### config.mk
export PLATFORM = sky130hd
export DESIGN_NAME = sync_timer8
export DESIGN_NICKNAME = d
export VERILOG_FILES = /design/src/rtl/timer8_pkg.sv /design/src/rtl/t8_pin_sync.sv /design/src/rtl/t8_tick_sampler.sv /design/src/rtl/t8_count_core.sv /design/src/rtl/sync_timer8.sv
export SDC_FILE = /design/constraint.sdc
export NUM_CORES = 1
export LEC_CHECK = 0
export BUFFER_PORTS_ARGS = -buffer_cell sky130_fd_sc_hd__buf_4
export CAP_MARGIN = 25
export CORE_MARGIN = 1.5
export CORE_UTILIZATION = 50
export CTS_BUF_LIST = sky130_fd_sc_hd__clkbuf_4 sky130_fd_sc_hd__clkbuf_8 sky130_fd_sc_hd__clkbuf_16
export DETAILED_ROUTE_END_ITERATION = 12
export GPL_TIMING_DRIVEN = 1
export MAX_ROUTING_LAYER = met4
export PLACE_DENSITY_LB_ADDON = 0.08
export SLEW_MARGIN = 10
export SYNTH_ARGS = -nofsm -noshare
export SYNTH_HDL_FRONTEND = slang
export SYNTH_SLANG_ARGS = --single-unit
### constraint.sdc
create_clock -name clk -period 2.3 [get_ports clk]
set_clock_uncertainty 0.1 [all_clocks]
set_input_delay 0.46 -clock clk [delete_from_list [all_inputs] [get_ports clk]]
set_output_delay 0.46 -clock clk [all_outputs]
set_load 0.01 [all_outputs]
### src/rtl/timer8_pkg.sv
// Package: shared constants for the synchronized timer/counter.
// Assumes one instruction cycle is four clocks with one-hot phase strobes.
package timer8_pkg;
    localparam int unsigned CNT_W       = 8;  // count width
    localparam int unsigned HOLD_CYC    = 2;  // instruction cycles frozen after a write
    localparam int unsigned SYNC_STAGES = 2;  // flops on the raw pin
endpackage

### src/rtl/t8_pin_sync.sv
// Module: t8_pin_sync
// Brings the asynchronous count pin into the clock domain through a flop
// chain and applies the edge polarity by XOR. Assumes STAGES >= 2.
module t8_pin_sync #(
    parameter int unsigned STAGES = timer8_pkg::SYNC_STAGES
) (
    input  logic clk,
    input  logic rst_n,
    input  logic pin_raw,
    input  logic invert,
    output logic lvl
);
    logic [STAGES-1:0] sr_q;

    // Shift the raw pin through the synchronizer chain.
    always_ff @(posedge clk) begin
        if (!rst_n) sr_q <= '0;
        else        sr_q <= {sr_q[STAGES-2:0], pin_raw};
    end

    // Polarity select: a falling pin edge becomes a rising level edge.
    assign lvl = sr_q[STAGES-1] ^ invert;
endmodule

### src/rtl/t8_tick_sampler.sv
// Module: t8_tick_sampler
// Samples a tick level on the Q2 and Q4 strobes and turns a low-to-high
// change seen at either sample into a one-clock increment request on Q4.
// Assumes ph_q2 and ph_q4 are never high together.
module t8_tick_sampler (
    input  logic clk,
    input  logic rst_n,
    input  logic ph_q2,
    input  logic ph_q4,
    input  logic tick,
    output logic inc_q4
);
    logic samp_q;   // last sampled level
    logic pend_q;   // rise seen at Q2, waiting for Q4

    logic rise_now;
    assign rise_now = tick & ~samp_q;

    // Update the sample on Q2/Q4 and remember a rise seen at Q2.
    always_ff @(posedge clk) begin
        if (!rst_n) begin
            samp_q <= 1'b0;
            pend_q <= 1'b0;
        end else if (ph_q2) begin
            samp_q <= tick;
            if (rise_now) pend_q <= 1'b1;
        end else if (ph_q4) begin
            samp_q <= tick;
            pend_q <= 1'b0;
        end
    end

    // Increment request is valid only at the Q4 edge.
    assign inc_q4 = ph_q4 & (pend_q | rise_now);

    AST_PEND_CLEARED: assert property (@(posedge clk) disable iff (!rst_n)
        ph_q4 |=> !pend_q);
endmodule

### src/rtl/t8_count_core.sv
// Module: t8_count_core
// Holds the count, the post-write freeze and the sticky overflow flag.
// Assumes inc_req is only meaningful while ph_q4 is high.
module t8_count_core #(
    parameter int unsigned W    = timer8_pkg::CNT_W,
    parameter int unsigned HOLD = timer8_pkg::HOLD_CYC
) (
    input  logic         clk,
    input  logic         rst_n,
    input  logic         ph_q4,
    input  logic         inc_req,
    input  logic         sleep,
    input  logic         wr_en,
    input  logic [W-1:0] wr_data,
    input  logic         flag_clr,
    output logic [W-1:0] cnt,
    output logic         flag
);
    localparam int unsigned HW = $clog2(HOLD + 1);

    logic [W-1:0]  cnt_q;
    logic [HW-1:0] hold_q;
    logic          flag_q;
    logic          do_inc;
    logic          wrap;

    assign do_inc = ph_q4 & inc_req & ~sleep & (hold_q == '0) & ~wr_en;
    assign wrap   = do_inc & (cnt_q == {W{1'b1}});

    // Count register and post-write freeze counter.
    always_ff @(posedge clk) begin
        if (!rst_n) begin
            cnt_q  <= '0;
            hold_q <= '0;
        end else if (wr_en) begin
            cnt_q  <= wr_data;
            hold_q <= HW'(HOLD);
        end else if (ph_q4 && hold_q != '0) begin
            hold_q <= hold_q - HW'(1);
        end else if (do_inc) begin
            cnt_q  <= cnt_q + W'(1);
        end
    end

    // Sticky overflow flag; a wrap beats a same-edge clear.
    always_ff @(posedge clk) begin
        if (!rst_n) flag_q <= 1'b0;
        else        flag_q <= wrap | (flag_q & ~flag_clr);
    end

    assign cnt  = cnt_q;
    assign flag = flag_q;

    AST_STEP_ONE: assert property (@(posedge clk) disable iff (!rst_n)
        !wr_en |=> (cnt_q == $past(cnt_q) || cnt_q == $past(cnt_q) + W'(1)));
    AST_Q4_ONLY: assert property (@(posedge clk) disable iff (!rst_n)
        (!wr_en && !ph_q4) |=> $stable(cnt_q));
    AST_WRITE_HOLD: assert property (@(posedge clk) disable iff (!rst_n)
        (hold_q != '0 && !wr_en) |=> $stable(cnt_q));
    AST_WRITE_LOAD: assert property (@(posedge clk) disable iff (!rst_n)
        wr_en |=> (cnt_q == $past(wr_data)));
    AST_WRAP_FLAG: assert property (@(posedge clk) disable iff (!rst_n)
        (cnt_q == {W{1'b1}} && !wr_en) |=> (cnt_q == {W{1'b1}} || flag_q));
    AST_FLAG_STICKY: assert property (@(posedge clk) disable iff (!rst_n)
        (flag_q && !flag_clr) |=> flag_q);
    AST_SLEEP_FREEZE: assert property (@(posedge clk) disable iff (!rst_n)
        (sleep && !wr_en) |=> $stable(cnt_q));
    AST_SLEEP_NO_FLAG: assert property (@(posedge clk) disable iff (!rst_n)
        (sleep && !flag_q) |=> !flag_q);
endmodule

### src/rtl/sync_timer8.sv
// Module: sync_timer8 (top)
// Eight-bit timer/counter: selects instruction-cycle, pin or prescaler tick,
// samples it on Q2/Q4, counts on Q4, freezes after writes, flags wrap.
// Assumes ph_q2/ph_q4 come from a divide-by-four of clk, one clock wide each.
module sync_timer8 #(
    parameter int unsigned W = timer8_pkg::CNT_W
) (
    input  logic         clk,
    input  logic         rst_n,
    input  logic         ph_q2,
    input  logic         ph_q4,
    input  logic         ext_pin,
    input  logic         src_ext,
    input  logic         edge_fall,
    input  logic         use_ps,
    input  logic         ps_tick,
    input  logic         sleep,
    input  logic         wr_en,
    input  logic [W-1:0] wr_data,
    input  logic         flag_clr,
    input  logic         irq_en,
    output logic [W-1:0] cnt,
    output logic         ovf_flag,
    output logic         irq,
    output logic         ps_clr,
    output logic         pre_src
);
    logic pin_lvl;
    logic samp_tick;
    logic samp_inc;
    logic inc_req;
    logic ps_clr_q;

    t8_pin_sync #(.STAGES(timer8_pkg::SYNC_STAGES)) u_sync (
        .clk(clk), .rst_n(rst_n), .pin_raw(ext_pin),
        .invert(edge_fall), .lvl(pin_lvl)
    );

    // Sampled tick: prescaler output when assigned, else the conditioned pin.
    assign samp_tick = use_ps ? ps_tick : pin_lvl;

    t8_tick_sampler u_samp (
        .clk(clk), .rst_n(rst_n), .ph_q2(ph_q2), .ph_q4(ph_q4),
        .tick(samp_tick), .inc_q4(samp_inc)
    );

    // Timer mode without prescaler counts every Q4 directly.
    assign inc_req = (!use_ps && !src_ext) ? 1'b1 : samp_inc;

    t8_count_core #(.W(W), .HOLD(timer8_pkg::HOLD_CYC)) u_core (
        .clk(clk), .rst_n(rst_n), .ph_q4(ph_q4), .inc_req(inc_req),
        .sleep(sleep), .wr_en(wr_en), .wr_data(wr_data),
        .flag_clr(flag_clr), .cnt(cnt), .flag(ovf_flag)
    );

    // One-cycle prescaler clear following a write while assigned.
    always_ff @(posedge clk) begin
        if (!rst_n) ps_clr_q <= 1'b0;
        else        ps_clr_q <= wr_en & use_ps;
    end

    assign ps_clr  = ps_clr_q;
    assign irq     = ovf_flag & irq_en;
    assign pre_src = src_ext ? (ext_pin ^ edge_fall) : ph_q4;

    AST_PS_CLEAR: assert property (@(posedge clk) disable iff (!rst_n)
        (wr_en && use_ps) |=> ps_clr);
    AST_PS_CLEAR_ONE: assert property (@(posedge clk) disable iff (!rst_n)
        (ps_clr && !wr_en) |=> !ps_clr);
endmodule

==> flow_summary_export.csv <==
group,metric,value,unit
sta,fmax,618.9,MHz
worst_setup_path,crit_path_top_delay_cell,"a211oi_1",
power,p_total,0.6246,mW
sta,rsz0062_at_grt,"no",
yosys,ys_types,30,
clocking,cts-root-buf,"clkbuf_4",
yosys,syn-num-nets,118,
yosys,synth_flop_cell,"dfxtp_1",
yosys,seq_area_frac_synth,37.37,%
sta,slew_headroom,72.58,%
sta,setup_ws,0.6841,ns
worst_setup_path,worst-path-max-fanout,7,
worst_setup_path,critical_path.startpoint,"u_core.hold_q[0]$_SDFFE_PP0P_",
floorplanning,die_w,44.40,um
hold_path,hold_depth,2,
placement,dp_hpwl,1297,um
layout,drive_above_1_share,35.66,%
clocking,cts_buffers,3,
sta,period_share,70.25,%
worst_setup_path,r2r.worst_path.cells,6,
placement,dp_cells,141,
layout,final_util,73.52,%
routing,routed_wl,1746,um
layout,fin_nets,153,
grt,grtUsageTotal,21.05,%
worst_setup_path,reg2reg_from,"u_core.hold_q[0]$_SDFFE_PP0P_",
sta,setup_violations,0,
placement,place.gp.congestion,0.8237,
sta,drv_slew,0,
layout,n_antenna_cell,0,
clocking,clk_pin_slew,0.09,ns
yosys,syn_inst,95,
routing,drtIter0Drc,18,
worst_setup_path,slowest_delay,0.34,ns
yosys,async_flop_share,0,%
sta,hold_violations,0,
hold_path,min-delay-start,"flag_clr",
floorplanning,floorplan.io_pins,33,
layout,fillers,123,
routing,via_per_inst,5.634,
placement,io_buffers,32,
yosys,syn_area_per_cell,9.022,um2
routing,vias,817,
placement,place_area,1110,um2
yosys,synth_top_area_cell,"dfxtp_1",
clocking,cts_tree,"built",
grt,grt_pass1_vias,752,
worst_setup_path,crit_chain,"inv_1 -> ha_1 -> and3b_2 -> a21boi_4 -> a211oi_1 -> nor3_2",
routing,firstDrtPassIters,6,
worst_setup_path,arrival,1.70,ns
sta,whs,0.2458,ns
yosys,yosys_warnings,0,
clocking,h-tree-depth,1,
clocking,cts_resized,0,
hold_path,min_to,"u_core.flag$_SDFF_PN0_",
power,leakage,0.4900,nW
grt,antenna_found_initial,0,
placement,pre_cts_ws,0.5078,ns
worst_setup_path,r2r_setup_slack,0.68,ns
yosys,synth.most_common_cell,"dfxtp_1",
layout,fin_area,1146,um2
worst_setup_path,crit_family,"compound AO/OA/AOI/OAI gates",
sta,finalSetupTns,0,ns
hold_path,worstHoldPathType,"primary input to register",
worst_setup_path,cp_num_buf_inv,1,
grt,grt_first_pass_wirelength,2980,um
yosys,synthTopCellsByArea,"dfxtp_1 (37%), o21ai_0 (7.0%), xnor2_1 (6.1%)",
power,power-per-cell-area,545.0,nW/um2
clocking,clk_path_buf_depth,2,
run,maxCapViolCount,0,
clocking,clock_latency,0.29,ns
worst_setup_path,setup.worst_path.end_class,"register",
floorplanning,die_area,1971,um2
floorplanning,start_util,54.98,%
yosys,synth_seq_cells,16,
routing,post-route-drc-count,0,
sta,min_period,1.616,ns
power,irDropWorstVdd,432.2,uV
worst_setup_path,start_kind,"register",
floorplanning,die_h,44.40,um
yosys,syn-cell-area,857.1,um2
worst_setup_path,cp.required,2.38,ns
clocking,postCtsHoldBufs,0,
clocking,cts.sinks,16,
clocking,post_cts.repair.setup_buffers,0,
worst_setup_path,crit_type,"register to register",
worst_setup_path,r2r-end,"u_core.cnt[2]$_SDFFE_PN0P_",
floorplanning,coreArea,1559,um2
sta,tightest_slew,0.4108,ns
floorplanning,fp-row-count,14,
outcome,status,"finished, final reports clean",
routing,post_drt_wl_per_cell,12.04,um
grt,grt_max_degree,18,
layout,area_growth,33.72,%
yosys,yosysTopAreaCellShare,37.37,%
yosys,synth-edff-count,0,
yosys,synth_commonest_cells,"dfxtp_1 (16), o21ai_0 (12), a21oi_1 (10)",
routing,ant_nets,0,
grt,gr-total-overflow,0,
layout,fin_cells,145,
area by class of cell:
cell class	count	area, um2	share of cell area (%)
Inverter	5	18.77	1.638
Timing Repair Buffer	32	240.2	20.96
Multi-Input combinational cell	72	510.5	44.54
Tap cell	16	20.02	1.747
Clock buffer	4	36.28	3.166
Sequential cell	16	320.3	27.95
cells by family (layout without fill, tap and decap cells):
family,Yosys count,in the layout,synth area share (%)
XOR/XNOR,7,7,8.030
AO/OA/AOI/OAI,31,31,23.65
adder cells (fa/ha/maj),2,2,2.919
multiplexers,2,2,2.482
buffers and inverters,7,41,3.066
flip-flops,16,16,37.37
AND/OR/NAND/NOR,30,30,22.48
sequential cells by signal, summed over array words and instances, names as in the netlist:
name / flops
u_samp.samp_q: 1
u_core.hold_q: 2
u_samp.pend_q: 1
u_core.cnt: 8
u_core.flag: 1
u_sync.sr_q: 2
ps_clr: 1
layer usage:
layer / track usage [%] / vias up / wire length, um
met1: 24.56 / 362 / 873
li1: - / 421 / -
met4: 12.12 / 0 / 33
met2: 34.41 / 28 / 762
met5: - / - / 0
met3: 2.857 / 6 / 76
how the worst max path moves through the flow:
| stage | endpoint | slack (ns) | cells past startpoint |
|---|---|---|---|
| floorplan | u_core.cnt[2]$_SDFFE_PN0P_ | 0.75 | 5 |
| global placement | u_core.cnt[2]$_SDFFE_PN0P_ | 0.57 | 6 |
| detailed placement | u_core.cnt[2]$_SDFFE_PN0P_ | 0.51 | 6 |
| CTS | u_core.cnt[2]$_SDFFE_PN0P_ | 0.68 | 6 |
| global route | u_core.cnt[2]$_SDFFE_PN0P_ | 0.56 | 6 |
| finish | u_core.cnt[2]$_SDFFE_PN0P_ | 0.68 | 6 |
worst register-to-register path: stages (launching register included):
cell	delay [ns]
dfxtp_1	0.32
inv_1	0.06
ha_1	0.20
and3b_2	0.23
a21boi_4	0.18
a211oi_1	0.34
nor3_2	0.08
power breakdown:
| part | switching [mW] | internal [mW] |
|---|---|---|
| combinational | 0.0600 | 0.0689 |
| clock | 0.0884 | 0.0965 |
| sequential | 0.0163 | 0.294 |
cell usage in the layout, fill, tap and decap left out, types with 3 or more instances in the layout:
cell      netlist  final
and2_1          3      3
buf_4           0     32
inv_1           5      5
and3_1          4      4
a21boi_0        3      3
dfxtp_1        16     16
clkbuf_4        0      3
nand4_1         5      5
nor2_1          4      4
a21oi_1        10     10
o21ai_0        12     12
xnor2_1         6      6
No activity file was read; power rests on OpenSTA's default activity.
